$ cat config.mk
export PLATFORM = sky130hd
export DESIGN_NAME = alt_gate_freq_err
export DESIGN_NICKNAME = d
export VERILOG_FILES = /design/src/rtl/alt_gate_freq_err.sv
export SDC_FILE = /design/constraint.sdc
export NUM_CORES = 1
export LEC_CHECK = 0
export BUFFER_PORTS_ARGS = -buffer_cell sky130_fd_sc_hd__buf_4
export CAP_MARGIN = 20
export CORE_ASPECT_RATIO = 0.5
export CORE_MARGIN = 2
export CORE_UTILIZATION = 55
export DETAILED_ROUTE_END_ITERATION = 16
export PLACE_DENSITY = 0.75
export REMOVE_ABC_BUFFERS = 1
export SLEW_MARGIN = 20
export SYNTH_ARGS = -nofsm -noshare
export SYNTH_HDL_FRONTEND = slang
export SYNTH_SLANG_ARGS = --single-unit
$ cat constraint.sdc
create_clock -name clk -period 4 [get_ports clk]
set_input_delay 0.2 -clock clk [delete_from_list [all_inputs] [get_ports clk]]
set_output_delay 0.2 -clock clk [all_outputs]
set_load 0.01 [all_outputs]
$ cat src/rtl/alt_gate_freq_err.sv
`timescale 1ns/1ps
module alt_gate_freq_err #(
  parameter int ACC_W  = 24,
  parameter int DIV_N  = 10,
  parameter int NUM_TB = 4,
  localparam int SEL_W = (NUM_TB > 1) ? $clog2(NUM_TB) : 1
) (
  input  logic                    clk,
  input  logic                    rst,
  input  logic [NUM_TB-1:0]       tb_tick,
  input  logic [SEL_W-1:0]        range_sel,
  input  logic                    mode_rf,
  input  logic                    unk_pulse,
  input  logic                    ref_pulse,
  input  logic                    car_pulse,
  output logic                    gate_open,
  output logic                    chan_ref,
  output logic                    cnt_up,
  output logic                    cnt_dn,
  output logic signed [ACC_W-1:0] result,
  output logic                    result_valid
);
  localparam int DIV_W = (DIV_N > 1) ? $clog2(DIV_N) : 1;
  localparam logic [DIV_W-1:0] DIV_TOP = DIV_W'(DIV_N - 1);
  localparam logic signed [ACC_W-1:0] ACC_MAX = {1'b0, {(ACC_W-1){1'b1}}};
  localparam logic signed [ACC_W-1:0] ACC_MIN = {1'b1, {(ACC_W-1){1'b0}}};
  localparam logic signed [ACC_W-1:0] ONE     = ACC_W'(1);

  logic [DIV_W-1:0]        div_q;
  logic [SEL_W-1:0]        act_sel;
  logic                    act_rf;
  logic signed [ACC_W-1:0] acc_q;
  logic signed [ACC_W-1:0] acc_upd;

  wire sel_tick  = gate_open ? tb_tick[act_sel] : tb_tick[range_sel];
  wire term      = sel_tick && (div_q == DIV_TOP);
  wire open_now  = term && !gate_open;
  wire close_now = term && gate_open;
  wire changed   = (range_sel != act_sel) || (mode_rf != act_rf);
  wire down      = !act_rf && chan_ref;
  wire sig_pulse = act_rf ? car_pulse : (chan_ref ? ref_pulse : unk_pulse);
  wire finish    = close_now && (act_rf || chan_ref);

  assign cnt_up = gate_open && sig_pulse && !down;
  assign cnt_dn = gate_open && sig_pulse && down;

  always_comb begin
    acc_upd = acc_q;
    if (cnt_up && acc_q != ACC_MAX) acc_upd = acc_q + ONE;
    if (cnt_dn && acc_q != ACC_MIN) acc_upd = acc_q - ONE;
  end

  always_ff @(posedge clk) begin
    if (rst) begin
      div_q        <= DIV_TOP;
      gate_open    <= 1'b0;
      chan_ref     <= 1'b0;
      acc_q        <= '0;
      result       <= '0;
      result_valid <= 1'b0;
      act_sel      <= '0;
      act_rf       <= 1'b0;
    end else begin
      result_valid <= 1'b0;
      if (sel_tick) div_q <= (div_q == DIV_TOP) ? '0 : div_q + 1'b1;
      if (close_now) begin
        gate_open <= 1'b0;
        div_q     <= DIV_TOP;
        chan_ref  <= !chan_ref;
        if (finish) begin
          result       <= acc_upd;
          result_valid <= 1'b1;
          acc_q        <= '0;
        end else begin
          acc_q <= acc_upd;
        end
      end else if (open_now) begin
        gate_open <= 1'b1;
        act_sel   <= range_sel;
        act_rf    <= mode_rf;
        if (changed) begin
          acc_q    <= '0;
          chan_ref <= 1'b0;
        end
      end else begin
        acc_q <= acc_upd;
      end
    end
  end

  AST_GAP_ONE_TICK: assert property (@(posedge clk) disable iff (rst)
    (!gate_open && sel_tick) |=> gate_open);
  AST_CHAN_FLIP: assert property (@(posedge clk) disable iff (rst)
    ($fell(gate_open) && !$past(rst)) |-> (chan_ref != $past(chan_ref)));
  AST_CHAN_HOLD: assert property (@(posedge clk) disable iff (rst)
    (gate_open && $past(gate_open) && !$past(rst)) |-> $stable(chan_ref));
  AST_VALID_AT_CLOSE: assert property (@(posedge clk) disable iff (rst)
    (result_valid && !$past(rst)) |-> $fell(gate_open));
  AST_VALID_SINGLE: assert property (@(posedge clk) disable iff (rst)
    result_valid |=> !result_valid);
  AST_SAT_HIGH: assert property (@(posedge clk) disable iff (rst)
    (acc_q == ACC_MAX && cnt_up && !close_now) |=> (acc_q == ACC_MAX));
  AST_SAT_LOW: assert property (@(posedge clk) disable iff (rst)
    (acc_q == ACC_MIN && cnt_dn && !close_now) |=> (acc_q == ACC_MIN));
  AST_RESET_STATE: assert property (@(posedge clk)
    $past(rst) |-> (!gate_open && !chan_ref && !result_valid && result == '0));
endmodule

==> metrics.json, run 1 <==
{
  "status": {
    "status": "finished clean"
  },
  "die": {
    "initial_utilization": 0.5663,
    "chipWidth_um": 121.0,
    "design.die.area_sq_mm": 0.007563,
    "top_level_ports": 41,
    "fp-row-count": 21,
    "fp.coreArea_sq_mm": 0.006648,
    "die_height_um": 62.51
  },
  "critical_path": {
    "cp-end-kind": "flip-flop",
    "critPathMaxStageDelay_ns": 0.68,
    "cp_top_family": "simple AND/OR/NAND/NOR gates",
    "critPathRequiredTime_ns": 4.25,
    "worst-path-max-fanout": 41,
    "critical_path_arrival_ns": 2.90,
    "cp_cell_sequence": "mux4_2, o2111ai_4, buf_4, and2_1, nand2_1, a311oi_1",
    "critical_path_buf_inv_count": 1,
    "worst-setup-path-type": "reg2reg",
    "crit_slowest_cell": "sky130_fd_sc_hd__and2_1",
    "cp-start-kind": "flip-flop"
  },
  "placed_design": {
    "finalWeightedCongestion": 0.9770,
    "port-buffer-count": 40,
    "hpwl_mm": 6.405
  },
  "timing": {
    "clock-skew-final_ns": 0.004523,
    "timing.max_slew.rel_slack": 0.3395,
    "finalMaxSlewViolations": 0,
    "period_share": 0.6638,
    "rsz0062_at_grt": "false",
    "timing_worst_slew_pin_value_ns": 0.9817,
    "setup-violations-final": 0,
    "finalHoldViolCount": 0,
    "clock.fmax_mhz": 376.6,
    "total_negative_slack_for_setup_checks_ns": 0,
    "finalWorstPathRequiredPeriod_ns": 2.655
  },
  "drt": {
    "route.detailed.drc": 0,
    "finalWirelength_mm": 9.575,
    "first_pass_iters": 5,
    "antenna_left": 0,
    "via_count": 3671,
    "drt_first_iter_violations": 365,
    "avgViaCountPerCell": 6.407,
    "post_drt_wl_per_cell_um": 16.71
  },
  "power_and_ir_drop": {
    "power.static_leakage_nw": 1.644,
    "fin_total_pwr_mw": 2.003,
    "peakVddDrop_uv": 434.7,
    "power_density_mw_per_mm2": 455.4
  },
  "grt": {
    "track_usage": 0.2674,
    "via_count_of_the_first_global_routing_pass": 3250,
    "globalRouteOverflowTotal": 0,
    "antenna_found_initial": 0,
    "grt_start_max_net_pins": 85,
    "global_route_wire_length_before_repair_mm": 16.15
  },
  "run": {
    "maxCapViolations": 0
  },
  "logic_synthesis": {
    "postSynth.asyncResetShare": 0,
    "synth-compound-area-share": 0.2037,
    "postSynth.topFlopCell": "sky130_fd_sc_hd__dfxtp_1",
    "synthesis.area_sq_mm": 0.003765,
    "ys_seq_elements": 58,
    "post_synth_adder_cell_area": 0.009970,
    "yosys.cell_types.count": 71,
    "synth.mux.area_fraction": 0.04420,
    "syn_area_per_cell_sq_um": 8.096,
    "synthesis.instances": 465,
    "post_synth_and_or_nand_nor_area_fraction": 0.3387,
    "synthXorXnorAreaFrac": 0.03490,
    "dominant_combinational_cell_family_by_area_after_synthesis": "simple AND/OR/NAND/NOR gates",
    "yosys_warnings": 0,
    "synth_edf_count": 0,
    "synth.yosys.seq_area_share": 0.3084
  },
  "cts": {
    "cts_sinks": 58,
    "cts_max_level": 3,
    "hold_buffers": 0,
    "cts_buffers": 9,
    "cts-resized-gates": 0,
    "tritoncts": "done",
    "cts_post_setup_buffers_inserted": 0,
    "clk_latency_ns": 0.34,
    "ctsLongestPathBuffers": 2,
    "cts_root_buffer": "sky130_fd_sc_hd__clkbuf_16",
    "clkSlewWorstSetupHoldPaths_ns": 0.05
  },
  "cells_and_area": {
    "antenna_cells_inserted": 0,
    "filler_cell_count": 572,
    "layout-drive-gt1-share": 0.1767,
    "layout_area_growth_over_synthesis_pct": 16.82,
    "num-nets-final": 491
  },
  "worst_hold_path": {
    "hold_path.class": "in2reg"
  }
}
[placed cells by master (no fill, tap or decap), types with 4 or more instances in the layout]
master	count
sky130_fd_sc_hd__buf_4	44
sky130_fd_sc_hd__nor2_1	41
sky130_fd_sc_hd__a31oi_1	16
sky130_fd_sc_hd__a221o_1	4
sky130_fd_sc_hd__or3_1	14
sky130_fd_sc_hd__dfxtp_1	58
sky130_fd_sc_hd__nor4_1	13
sky130_fd_sc_hd__a311oi_1	5
sky130_fd_sc_hd__nand3b_1	16
sky130_fd_sc_hd__and2_1	4
sky130_fd_sc_hd__mux2i_1	11
sky130_fd_sc_hd__nand4b_1	4
sky130_fd_sc_hd__nand2b_1	9
sky130_fd_sc_hd__a32oi_1	7
sky130_fd_sc_hd__o21ai_0	15
sky130_fd_sc_hd__nor3_1	20
sky130_fd_sc_hd__inv_1	10
sky130_fd_sc_hd__nand3_1	27
sky130_fd_sc_hd__and3_1	4
sky130_fd_sc_hd__and4_1	5
sky130_fd_sc_hd__nor2b_1	8
sky130_fd_sc_hd__a21oi_1	11
sky130_fd_sc_hd__nand2_1	30
sky130_fd_sc_hd__xor2_1	10
sky130_fd_sc_hd__clkbuf_16	9
sky130_fd_sc_hd__xnor2_1	5
sky130_fd_sc_hd__o311ai_0	6
sky130_fd_sc_hd__or4_1	6
[power by group]
group | switching [mW] | internal (mW) | leakage [nW] | total (mW)
logic | 0.251 | 0.165 | 1.00 | 0.416
registers | 0.0626 | 0.610 | 0.468 | 0.673
clock network | 0.274 | 0.639 | 0.176 | 0.914
total | 0.588 | 1.41 | 1.64 | 2.00
[kinds of logic after synthesis]
group	after synthesis
XOR/XNOR	15
AO/OA/AOI/OAI	99
multiplexers	14
buffers and inverters	54
adder cells (fa/ha/maj)	3
flip-flops	58
AND/OR/NAND/NOR	222
[cell usage after synthesis, types with 3 or more instances]
| master | count | area, sq um |
|---|---|---|
| sky130_fd_sc_hd__a211o_1 | 3 | 26.28 |
| sky130_fd_sc_hd__a21oi_1 | 11 | 55.05 |
| sky130_fd_sc_hd__a221o_1 | 4 | 40.04 |
| sky130_fd_sc_hd__a311oi_1 | 5 | 43.79 |
| sky130_fd_sc_hd__a31oi_1 | 17 | 106.4 |
| sky130_fd_sc_hd__a32oi_1 | 7 | 61.31 |
| sky130_fd_sc_hd__and2_1 | 4 | 25.02 |
| sky130_fd_sc_hd__and3_1 | 4 | 25.02 |
| sky130_fd_sc_hd__and4_1 | 5 | 43.79 |
| sky130_fd_sc_hd__buf_2 | 12 | 60.06 |
| sky130_fd_sc_hd__clkbuf_1 | 30 | 112.6 |
| sky130_fd_sc_hd__dfxtp_1 | 58 | 1161 |
| sky130_fd_sc_hd__ha_1 | 3 | 37.54 |
| sky130_fd_sc_hd__inv_1 | 10 | 37.54 |
| sky130_fd_sc_hd__mux2i_1 | 11 | 110.1 |
| sky130_fd_sc_hd__nand2_1 | 30 | 112.6 |
| sky130_fd_sc_hd__nand2b_1 | 9 | 56.30 |
| sky130_fd_sc_hd__nand3_1 | 27 | 135.1 |
| sky130_fd_sc_hd__nand3b_1 | 16 | 120.1 |
| sky130_fd_sc_hd__nand4_1 | 3 | 18.77 |
| sky130_fd_sc_hd__nand4b_1 | 4 | 35.03 |
| sky130_fd_sc_hd__nor2_1 | 41 | 153.9 |
| sky130_fd_sc_hd__nor2b_1 | 8 | 50.05 |
| sky130_fd_sc_hd__nor3_1 | 20 | 100.1 |
| sky130_fd_sc_hd__nor3b_1 | 3 | 22.52 |
| sky130_fd_sc_hd__nor4_1 | 13 | 81.33 |
| sky130_fd_sc_hd__o21ai_0 | 15 | 75.07 |
| sky130_fd_sc_hd__o311ai_0 | 6 | 52.55 |
| sky130_fd_sc_hd__or2_2 | 3 | 18.77 |
| sky130_fd_sc_hd__or3_1 | 14 | 87.58 |
| sky130_fd_sc_hd__or4_1 | 6 | 45.04 |
| sky130_fd_sc_hd__xnor2_1 | 5 | 43.79 |
| sky130_fd_sc_hd__xor2_1 | 10 | 87.58 |
[path summary, 6_finish.rpt]
check             start   endpoint  slack (ns)  depth (start not counted)
max          act_sel[0]   acc_q[2]        1.34                          6
min             mode_rf     act_rf        0.12                          3
max reg2reg  act_sel[0]   acc_q[2]        1.34                          6
min reg2reg   result[4]  result[4]        0.46                          2
[layer usage]
metal | part of all wire | global-route usage | vias up
met5 | 0 | 0 | -
met4 | 0.013 | 0.07122 | 0
met3 | 0.084 | 0.09124 | 21
met2 | 0.43 | 0.4038 | 155
met1 | 0.47 | 0.3651 | 1710
li1 | - | - | 1785
[worst reg2reg max path: cells and delay by family (launching register included)]
kind,cells,cell delay [ns]
mux,1,0.60
buf+inv,1,0.40
compound gates,2,0.38
simple gates,2,0.80
flops,1,0.38
[registers in the layout (all words and copies together) (netlist names)]
| signal | cells |
|---|---|
| chan_ref | 1 |
| result_valid | 1 |
| act_rf | 1 |
| div_q | 4 |
| act_sel | 2 |
| gate_open | 1 |
| result | 24 |
| acc_q | 24 |
[layout make-up]
class | instances | area, sq um | share of cell area
well taps | 92 | 115.1 | 0.02617
clock buffers | 11 | 252.7 | 0.05747
clock inverters | 5 | 100.1 | 0.02276
repair buffers | 44 | 330.3 | 0.07511
inverters | 10 | 37.54 | 0.008535
multi-input cells | 353 | 2401 | 0.5459
flip-flops and latches | 58 | 1161 | 0.2640
[per-stage QoR]
stage | instance area [sq um] | hold WS, ns | setup slack (ns) | instances | util
2_1_floorplan | 3576 | 0.2691 | 0.3474 | 421 | -
3_3_place_gp | 4039 | 0.4496 | 1.294 | 557 | 0.6076
3_5_place_dp | 4039 | 0.4566 | 1.152 | 557 | 0.6076
6_report | 4398 | 0.1203 | 1.345 | 573 | 0.6616
5_1_grt | 4398 | 0.1406 | 1.166 | 573 | 0.6616
4_1_cts | 4392 | 0.1233 | 1.151 | 573 | 0.6606
Note: power is estimated with default switching activity, not from simulation.
==> inputs of run 2 (changes only) <==
==> constraint.sdc (replaced) <==
create_clock -name clk -period 2.8 [get_ports clk]
set_input_delay 0.14 -clock clk [delete_from_list [all_inputs] [get_ports clk]]
set_output_delay 0.14 -clock clk [all_outputs]
set_load 0.01 [all_outputs]
==> run 2 against run 1 <==
Sequential power rose by 39%. Maximum frequency rose by 5.0%. Register-to-register slack got worse by 1.1 ns. Final cell count rose by 3.3%. Via count rose by 2.1%.
==> metrics.json, run 2 (synthesized netlist as in run 1, its figures left out) <==
{
  "drt": {
    "route.detailed.drc": {"value": 0, "change": "unchanged"},
    "antenna_left": {"value": 0, "change": "unchanged"},
    "finalWirelength": {"value": 9.970, "unit": "mm", "change": "+4.1%"},
    "via_count": {"value": 3747, "change": "+2.1%"},
    "drt_first_iter_violations": {"value": 382, "change": "+4.7%"},
    "avgViaCountPerCell": {"value": 6.329, "change": "-1.2%"},
    "first_pass_iters": {"value": 5, "change": "unchanged"},
    "post_drt_wl_per_cell": {"value": 16.84, "unit": "um", "change": "+0.78%"}
  },
  "die": {
    "chipWidth": {"value": 121.0, "unit": "um", "change": "unchanged"},
    "design.die.area": {"value": 0.007563, "unit": "sq mm", "change": "unchanged"},
    "top_level_ports": {"value": 41, "change": "unchanged"},
    "die_height": {"value": 62.51, "unit": "um", "change": "unchanged"},
    "initial_utilization": {"value": 0.5663, "change": "unchanged"},
    "fp-row-count": {"value": 21, "change": "unchanged"},
    "fp.coreArea": {"value": 0.006648, "unit": "sq mm", "change": "unchanged"}
  },
  "grt": {
    "global_route_wire_length_before_repair": {"value": 16.96, "unit": "mm", "change": "+5.0%"},
    "grt_start_max_net_pins": {"value": 63, "change": "-26%"},
    "track_usage": {"value": 0.2803, "change": "+0.01291"},
    "globalRouteOverflowTotal": {"value": 0, "change": "unchanged"},
    "antenna_found_initial": {"value": 0, "change": "unchanged"},
    "via_count_of_the_first_global_routing_pass": {"value": 3348, "change": "+3.0%"}
  },
  "placed_design": {
    "port-buffer-count": {"value": 40, "change": "unchanged"},
    "hpwl": {"value": 7.004, "unit": "mm", "change": "+9.4%"},
    "placed_cells_incl_taps": {"value": 576, "change": "+3.4%"},
    "placedInstanceArea": {"value": 0.004182, "unit": "sq mm", "change": "+3.5%"},
    "finalWeightedCongestion": {"value": 0.9894, "change": "+1.3%"},
    "preCtsSetupSlack": {"value": -0.04340, "unit": "ns", "change": "-1.195 ns"}
  },
  "cells_and_area": {
    "finalCoreUtilization": {"value": 0.6830, "change": "+0.02146"},
    "layout_area_growth_over_synthesis_pct": 20.60,
    "stdcell_count": {"value": 592, "change": "+3.3%"},
    "layout-drive-gt1-share": {"value": 0.2080, "change": "+0.03128"},
    "layout_top_registers": "acc_q: 24 flops, result: 24 flops, div_q: 4 flops",
    "layout_commonest_cell": "sky130_fd_sc_hd__buf_4",
    "most_used_cells_in_the_layout_excluding_fill_and_tap_cells": "sky130_fd_sc_hd__buf_4, sky130_fd_sc_hd__dfxtp_1, sky130_fd_sc_hd__nor2_1, sky130_fd_sc_hd__nand2_1, sky130_fd_sc_hd__nand3_1",
    "postLayoutCellArea": {"value": 0.004541, "unit": "sq mm", "change": "+3.2%"},
    "antenna_cells_inserted": {"value": 0, "change": "unchanged"},
    "num-nets-final": {"value": 510, "change": "+3.9%"},
    "filler_cell_count": {"value": 556, "change": "-2.8%"}
  },
  "critical_path": {
    "cp-start-kind": "flip-flop",
    "critPathRequiredTime": {"value": 3.04, "unit": "ns", "change": "-1.21 ns"},
    "critical_path_buf_inv_count": {"value": 1, "change": "unchanged"},
    "regToRegStartpoint": "acc_q[0]",
    "crit-reg2reg-capture": "result[6]",
    "worst-path-max-fanout": {"value": 12, "change": "-71%"},
    "worst-setup-path-type": "reg2reg",
    "critPathMaxStageDelay": {"value": 0.53, "unit": "ns", "change": "-0.15 ns"},
    "cp-end-kind": "flip-flop",
    "critical_path_arrival": {"value": 2.77, "unit": "ns", "change": "-0.13 ns"},
    "cp_cell_sequence": "inv_1, ha_1, and4_1, a31oi_2, a31oi_1, or3_1, a311oi_1",
    "crit_slowest_cell": "sky130_fd_sc_hd__a31oi_2",
    "cp_top_family": "compound AO/OA/AOI/OAI gates",
    "timing.reg2reg.setup_slack": {"value": 0.27, "unit": "ns", "change": "-1.07 ns"},
    "r2r_cells": {"value": 7, "change": "+1"}
  },
  "cts": {
    "cts_sinks": {"value": 58, "change": "unchanged"},
    "tritoncts": "done",
    "cts_buffers": {"value": 9, "change": "unchanged"},
    "cts_root_buffer": "sky130_fd_sc_hd__clkbuf_16",
    "hold_buffers": {"value": 0, "change": "unchanged"},
    "cts-resized-gates": {"value": 1, "change": "+1"},
    "cts_post_setup_buffers_inserted": {"value": 0, "change": "unchanged"},
    "clkSlewWorstSetupHoldPaths": {"value": 0.05, "unit": "ns", "change": "about the same"},
    "ctsLongestPathBuffers": {"value": 2, "change": "unchanged"},
    "clk_latency": {"value": 0.33, "unit": "ns", "change": "about the same"},
    "cts_max_level": {"value": 3, "change": "unchanged"}
  },
  "timing": {
    "setup-violations-final": {"value": 0, "change": "unchanged"},
    "finalHoldViolCount": {"value": 0, "change": "unchanged"},
    "timing.max_slew.rel_slack": {"value": 0.5598, "change": "+0.2203"},
    "finalWorstPathRequiredPeriod": {"value": 2.528, "unit": "ns", "change": "-0.1272 ns"},
    "clock-skew-final": {"value": 0.006750, "unit": "ns", "change": "+0.002227 ns"},
    "clock.fmax": {"value": 395.5, "unit": "MHz", "change": "+5.0%"},
    "finalMaxSlewViolations": {"value": 0, "change": "unchanged"},
    "finalWorstSetupSlack": {"value": 0.2718, "unit": "ns", "change": "-1.073 ns"},
    "period_share": {"value": 0.9029, "change": "+0.2391"},
    "rsz0062_at_grt": "false",
    "timing_worst_slew_pin_value": {"value": 0.6582, "unit": "ns", "change": "-0.3235 ns"}
  },
  "run": {
    "maxCapViolations": {"value": 0, "change": "unchanged"}
  },
  "power_and_ir_drop": {
    "peakVddDrop": {"value": 671.8, "unit": "uV", "change": "+55%"},
    "power.static_leakage": {"value": 1.736, "unit": "nW", "change": "+5.6%"},
    "power_density": {"value": 638.3, "unit": "mW/mm^2", "change": "+40%"}
  },
  "worst_hold_path": {
    "hold_path.class": "in2reg",
    "timing.hold.worst_endpoint": "act_rf",
    "hold_path_startpoint": "mode_rf",
    "hold_path_depth": {"value": 3, "change": "unchanged"}
  },
  "status": {
    "status": "finished clean"
  }
}
run 2: worst max path at each step:
stage               startpoint         to  cells after the start
floorplan             chan_ref   acc_q[6]                      4
global placement      acc_q[0]  result[6]                      7
detailed placement    acc_q[0]  result[6]                      7
CTS                   acc_q[0]  result[6]                      7
global route         acc_q[10]  result[6]                      6
finish                acc_q[0]  result[6]                      7
run 2: layout make-up:
cell class	count	area (sq um)	share of cell area
Clock inverter	5	100.1	0.02204
Inverter	10	37.54	0.008267
Multi-Input combinational cell	353	2401	0.5288
Tap cell	92	115.1	0.02535
Clock buffer	11	252.7	0.05566
Sequential cell	58	1161	0.2557
Timing Repair Buffer	63	473.0	0.1042
run 2: power breakdown:
part           leakage [nW]  switching [mW]  internal (mW)
logic                  1.09           0.399          0.265
clock network         0.176           0.384          0.913
registers             0.468          0.0642          0.872
run 2: per-layer routing:
| layer | routed length, um | global-route usage | vias up |
|---|---|---|---|
| met2 | 4341 | 0.4277 | 126 |
| met5 | 0 | 0 | - |
| met3 | 640 | 0.07482 | 9 |
| li1 | - | - | 1819 |
| met4 | 62 | 0.05233 | 0 |
| met1 | 4926 | 0.4003 | 1793 |
run 2: metrics by stage:
step / total power, mW / TNS [ns] / hold slack (ns)
2_1_floorplan: 1.348 / -16.77 / 0.2091
5_1_grt: 3.030 / 0 / 0.06918
6_report: 2.898 / 0 / 0.07111
4_1_cts: 2.905 / 0 / 0.06273
3_3_place_gp: 1.597 / 0 / 0.3890
3_5_place_dp: 1.606 / -0.08005 / 0.4041
run 2: worst reg2reg max path, delay by kind of cell, from the launching register on:
| kind | cells | cell delay (ns) |
|---|---|---|
| flops | 1 | 0.46 |
| buf+inv | 1 | 0.14 |
| compound gates | 3 | 0.95 |
| fa+ha+maj | 1 | 0.23 |
| simple gates | 2 | 0.64 |
==> inputs of run 3 (changes only) <==
--- a/config.mk
+++ b/config.mk
@@ -5,6 +5,7 @@
 export SDC_FILE = /design/constraint.sdc
 export NUM_CORES = 1
 export LEC_CHECK = 0
+export ABC_AREA = 1
 export BUFFER_PORTS_ARGS = -buffer_cell sky130_fd_sc_hd__buf_4
 export CAP_MARGIN = 20
 export CORE_ASPECT_RATIO = 0.5
==> run 3 against run 2 <==
Clock skew is essentially flat. Non-clock buffer count down 19. Combinational power up 54%. Sequential cell count unchanged. Synthesized cell count is 45% higher. Die area is 5.9% higher. Critical path depth up 8. Clock power down 13%. Via count increased by 11%. Maximum frequency rose by 8.2%. Hold slack improved by 0.055 ns. Worst setup slack improved by 0.19 ns. Critical path type unchanged. Critical endpoint is now result[2]. Largest cell class unchanged. Largest power group unchanged.
==> metrics.json, run 3 <==
{
  "status": {
    "status": "finished clean"
  },
  "power_and_ir_drop": {
    "power.clock.fraction": {"value": 0.357, "change": "-0.091"},
    "p_int": {"value": 2.014, "unit": "mW", "change": "-1.8%"},
    "power.share.sequential": {"value": 0.323, "change": "about the same"},
    "power_density": {"value": 685.4, "unit": "mW/mm^2", "change": "+7.4%"},
    "peakVddDrop": {"value": 629.3, "unit": "uV", "change": "-6.3%"},
    "combinationalPowerShare": {"value": 0.321, "change": "+0.092"},
    "power.static_leakage": {"value": 2.276, "unit": "nW", "change": "+31%"},
    "power_switching_share": {"value": 0.3640, "change": "+0.07149"},
    "p_sw": {"value": 1.152, "unit": "mW", "change": "+36%"}
  },
  "critical_path": {
    "critPathMaxStageDelay": {"value": 0.35, "unit": "ns", "change": "-0.18 ns"},
    "cp-startpoint": "acc_q[0]",
    "regToRegStartpoint": "acc_q[0]",
    "critical_path_arrival": {"value": 2.57, "unit": "ns", "change": "-0.20 ns"},
    "cp-end-kind": "flip-flop",
    "critPathRequiredTime": {"value": 3.03, "unit": "ns", "change": "about the same"},
    "cp_cell_sequence": "inv_1, ha_1, nand2_1, inv_1, nand2_1, nor2_1, nand3_2, nand2_2, inv_2, nand2_1, nand3b_1, nand2_1, nand2_1, nand2_1, inv_1",
    "cp-start-kind": "flip-flop",
    "worst-path-max-fanout": {"value": 13, "change": "+1"},
    "crit_slowest_cell": "sky130_fd_sc_hd__dfxtp_1",
    "cpMostUsedCell": "sky130_fd_sc_hd__nand2_1",
    "worst-setup-path-type": "reg2reg",
    "timing.reg2reg.setup_slack": {"value": 0.46, "unit": "ns", "change": "+0.19 ns"},
    "r2r_cells": {"value": 15, "change": "+8"},
    "worst_setup_endpoint": "result[2]",
    "crit-reg2reg-capture": "result[2]"
  },
  "cts": {
    "cts-resized-gates": {"value": 0, "change": "-1"},
    "cts_sinks": {"value": 58, "change": "unchanged"},
    "clk_latency": {"value": 0.34, "unit": "ns", "change": "about the same"},
    "ctsLongestPathBuffers": {"value": 2, "change": "unchanged"},
    "cts_root_buffer": "sky130_fd_sc_hd__clkbuf_16",
    "clkSlewWorstSetupHoldPaths": {"value": 0.05, "unit": "ns", "change": "about the same"},
    "tritoncts": "done",
    "hold_buffers": {"value": 0, "change": "unchanged"},
    "cts_buffers": {"value": 9, "change": "unchanged"},
    "cts_post_setup_buffers_inserted": {"value": 0, "change": "unchanged"},
    "cts_max_level": {"value": 3, "change": "unchanged"}
  },
  "grt": {
    "grt_start_max_net_pins": {"value": 50, "change": "-21%"},
    "track_usage": {"value": 0.2884, "change": "+0.008094"},
    "via_count_of_the_first_global_routing_pass": {"value": 3761, "change": "+12%"},
    "global_route_wire_length_before_repair": {"value": 18.27, "unit": "mm", "change": "+7.7%"},
    "globalRouteOverflowTotal": {"value": 0, "change": "unchanged"},
    "antenna_found_initial": {"value": 0, "change": "unchanged"}
  },
  "drt": {
    "route.detailed.drc": {"value": 0, "change": "unchanged"},
    "via_count": {"value": 4161, "change": "+11%"},
    "post_drt_wl_per_cell": {"value": 13.51, "unit": "um", "change": "-20%"},
    "antenna_left": {"value": 0, "change": "unchanged"},
    "drt_first_iter_violations": {"value": 322, "change": "-16%"},
    "finalWirelength": {"value": 10.81, "unit": "mm", "change": "+8.4%"},
    "first_pass_iters": {"value": 5, "change": "unchanged"},
    "avgViaCountPerCell": {"value": 5.201, "change": "-18%"}
  },
  "placed_design": {
    "finalWeightedCongestion": {"value": 0.9983, "change": "+0.90%"},
    "hpwl": {"value": 8.008, "unit": "mm", "change": "+14%"},
    "port-buffer-count": {"value": 40, "change": "unchanged"}
  },
  "timing": {
    "timing.max_slew.rel_slack": {"value": 0.5817, "change": "+0.02195"},
    "clock-skew-final": {"value": 0.006527, "unit": "ns", "change": "-0.0002232 ns"},
    "setup-violations-final": {"value": 0, "change": "unchanged"},
    "timing_worst_slew_pin_value": {"value": 0.6259, "unit": "ns", "change": "-0.03232 ns"},
    "finalWorstPathRequiredPeriod": {"value": 2.337, "unit": "ns", "change": "-0.1908 ns"},
    "total_negative_slack_for_setup_checks": {"value": 0, "unit": "ns", "change": "unchanged"},
    "finalHoldViolCount": {"value": 0, "change": "unchanged"},
    "clock.fmax": {"value": 427.8, "unit": "MHz", "change": "+8.2%"},
    "period_share": {"value": 0.8348, "change": "-0.06816"},
    "finalMaxSlewViolations": {"value": 0, "change": "unchanged"},
    "rsz0062_at_grt": "false"
  },
  "die": {
    "fp-row-count": {"value": 21, "change": "unchanged"},
    "fp.coreArea": {"value": 0.006858, "unit": "sq mm", "change": "+3.2%"},
    "die_height": {"value": 64.31, "unit": "um", "change": "+2.9%"},
    "top_level_ports": {"value": 41, "change": "unchanged"},
    "initial_utilization": {"value": 0.5833, "change": "+0.01694"},
    "design.die.area": {"value": 0.008013, "unit": "sq mm", "change": "+5.9%"},
    "chipWidth": {"value": 124.6, "unit": "um", "change": "+3.0%"}
  },
  "logic_synthesis": {
    "yosysTopAreaCellShare": {"value": 0.2903, "change": "-0.01814"},
    "yosys.cell_types.count": {"value": 35, "change": "-51%"},
    "yosysTopAreaCell": "sky130_fd_sc_hd__dfxtp_1",
    "yosys_warnings": {"value": 0, "change": "unchanged"},
    "postSynth.asyncResetShare": {"value": 0, "change": "unchanged"},
    "synthesis.area": {"value": 0.004000, "unit": "sq mm", "change": "+6.2%"},
    "postSynth.topFlopCell": "sky130_fd_sc_hd__dfxtp_1",
    "syn_area_per_cell": {"value": 5.926, "unit": "sq um", "change": "-27%"},
    "synth.yosys.seq_area_share": {"value": 0.2903, "change": "-0.01814"},
    "synth.most_common_cell": "sky130_fd_sc_hd__nand2_1",
    "synth.cells.most_frequent": "sky130_fd_sc_hd__nand2_1, sky130_fd_sc_hd__inv_1, sky130_fd_sc_hd__nor2_1, sky130_fd_sc_hd__dfxtp_1, sky130_fd_sc_hd__a21oi_1",
    "ys_seq_elements": {"value": 58, "change": "unchanged"},
    "synth_edf_count": {"value": 0, "change": "unchanged"},
    "ranking_of_synthesized_cells_by_area": "sky130_fd_sc_hd__dfxtp_1, sky130_fd_sc_hd__nand2_1, sky130_fd_sc_hd__inv_1",
    "synthesis.instances": {"value": 675, "change": "+45%"}
  },
  "cells_and_area": {
    "antenna_cells_inserted": {"value": 0, "change": "unchanged"},
    "layout_top_registers": "acc_q: 24 flops, result: 24 flops, div_q: 4 flops",
    "most_used_cells_in_the_layout_excluding_fill_and_tap_cells": "sky130_fd_sc_hd__nand2_1, sky130_fd_sc_hd__inv_1, sky130_fd_sc_hd__nor2_1, sky130_fd_sc_hd__dfxtp_1, sky130_fd_sc_hd__a21oi_1",
    "num-nets-final": {"value": 719, "change": "+41%"},
    "layout_area_growth_over_synthesis_pct": 15.48,
    "layout-drive-gt1-share": {"value": 0.1186, "change": "-0.08936"},
    "finalCoreUtilization": {"value": 0.6736, "change": "-0.009442"},
    "layout_commonest_cell": "sky130_fd_sc_hd__nand2_1"
  },
  "run": {
    "maxCapViolations": {"value": 0, "change": "unchanged"}
  },
  "worst_hold_path": {
    "hold_path.class": "in2reg"
  }
}
[run 3: cell types whose count changed after synthesis, moves of 11 or more]
cell,before,now
sky130_fd_sc_hd__nand2_1,30,225
sky130_fd_sc_hd__inv_1,10,97
sky130_fd_sc_hd__a21oi_1,11,53
sky130_fd_sc_hd__clkbuf_1,30,6
sky130_fd_sc_hd__nor2_1,41,64
sky130_fd_sc_hd__nand3_1,27,46
sky130_fd_sc_hd__nor3_1,20,1
sky130_fd_sc_hd__a31oi_1,17,0
sky130_fd_sc_hd__nand4_1,3,18
sky130_fd_sc_hd__or3_1,14,0
sky130_fd_sc_hd__nor4_1,13,0
sky130_fd_sc_hd__mux2i_1,11,0
sky130_fd_sc_hd__nand3b_1,16,5
[run 3: critical path, delay by kind of cell (launching register included)]
family                   cells  cell delay [ns]
flip-flops                   1             0.35
adder cells (fa/ha/maj)      1             0.17
buffers and inverters        4             0.45
AND/OR/NAND/NOR             10             1.25
[run 3: layout make-up]
| cell class | count | area, sq um |
|---|---|---|
| Tap cell | 92 | 115.1 |
| Multi-Input combinational cell | 491 | 2320 |
| Sequential cell | 58 | 1161 |
| Timing Repair Buffer | 44 | 342.8 |
| Clock inverter | 2 | 35.03 |
| Clock buffer | 13 | 270.3 |
| Fill cell | 657 | 2238 |
| Inverter | 100 | 375.4 |
[run 3: layer usage]
metal,share of wire,vias up,routed length (um),track usage
li1,-,2163,-,-
met1,0.49,1845,5320,0.3869
met2,0.40,140,4334,0.4474
met3,0.096,13,1035,0.09045
met4,0.011,0,117,0.08427
met5,0,-,0,0
[run 3: metrics by stage]
step / instance area, sq um / setup slack [ns] / instances / hold slack, ns / total power [mW]
floorplan: 3856 / 0.7146 / 649 / 0.2024 / 1.696
global placement: 4314 / 0.6278 / 785 / 0.4683 / 2.037
detailed placement: 4314 / 0.5614 / 785 / 0.4635 / 2.043
CTS: 4619 / 0.5375 / 800 / 0.1304 / 3.170
global route: 4619 / 0.2013 / 800 / 0.1571 / 3.358
finish: 4619 / 0.4626 / 800 / 0.1260 / 3.166
[run 3: power by group through the flow]
stage	Combinational, mW	Sequential [mW]	Clock [mW]
after floorplan	0.663	1.03	0
after global routing	1.14	1.04	1.18
final	1.02	1.02	1.13
after CTS	1.01	1.02	1.14
after detailed placement	1.01	1.04	0
after global placement	1.00	1.03	0
[run 3: worst min path at each step]
stage | from | endpoint | slack [ns] | depth (start not counted)
after floorplan | rst | acc_q[18] | 0.20 | 1
after global placement | result[0] | result[0] | 0.47 | 2
after detailed placement | result[0] | result[0] | 0.46 | 2
after CTS | range_sel[1] | act_sel[1] | 0.13 | 3
after global routing | range_sel[1] | act_sel[1] | 0.16 | 3
final | range_sel[1] | act_sel[1] | 0.13 | 3
[run 3: cells by family after synthesis]
family,Yosys count,share of synthesized area
compound gates,93,0.1248
xor+xnor,14,0.03065
fa+ha+maj,3,0.009385
buf+inv,126,0.1298
flops,58,0.2903
simple gates,381,0.4151
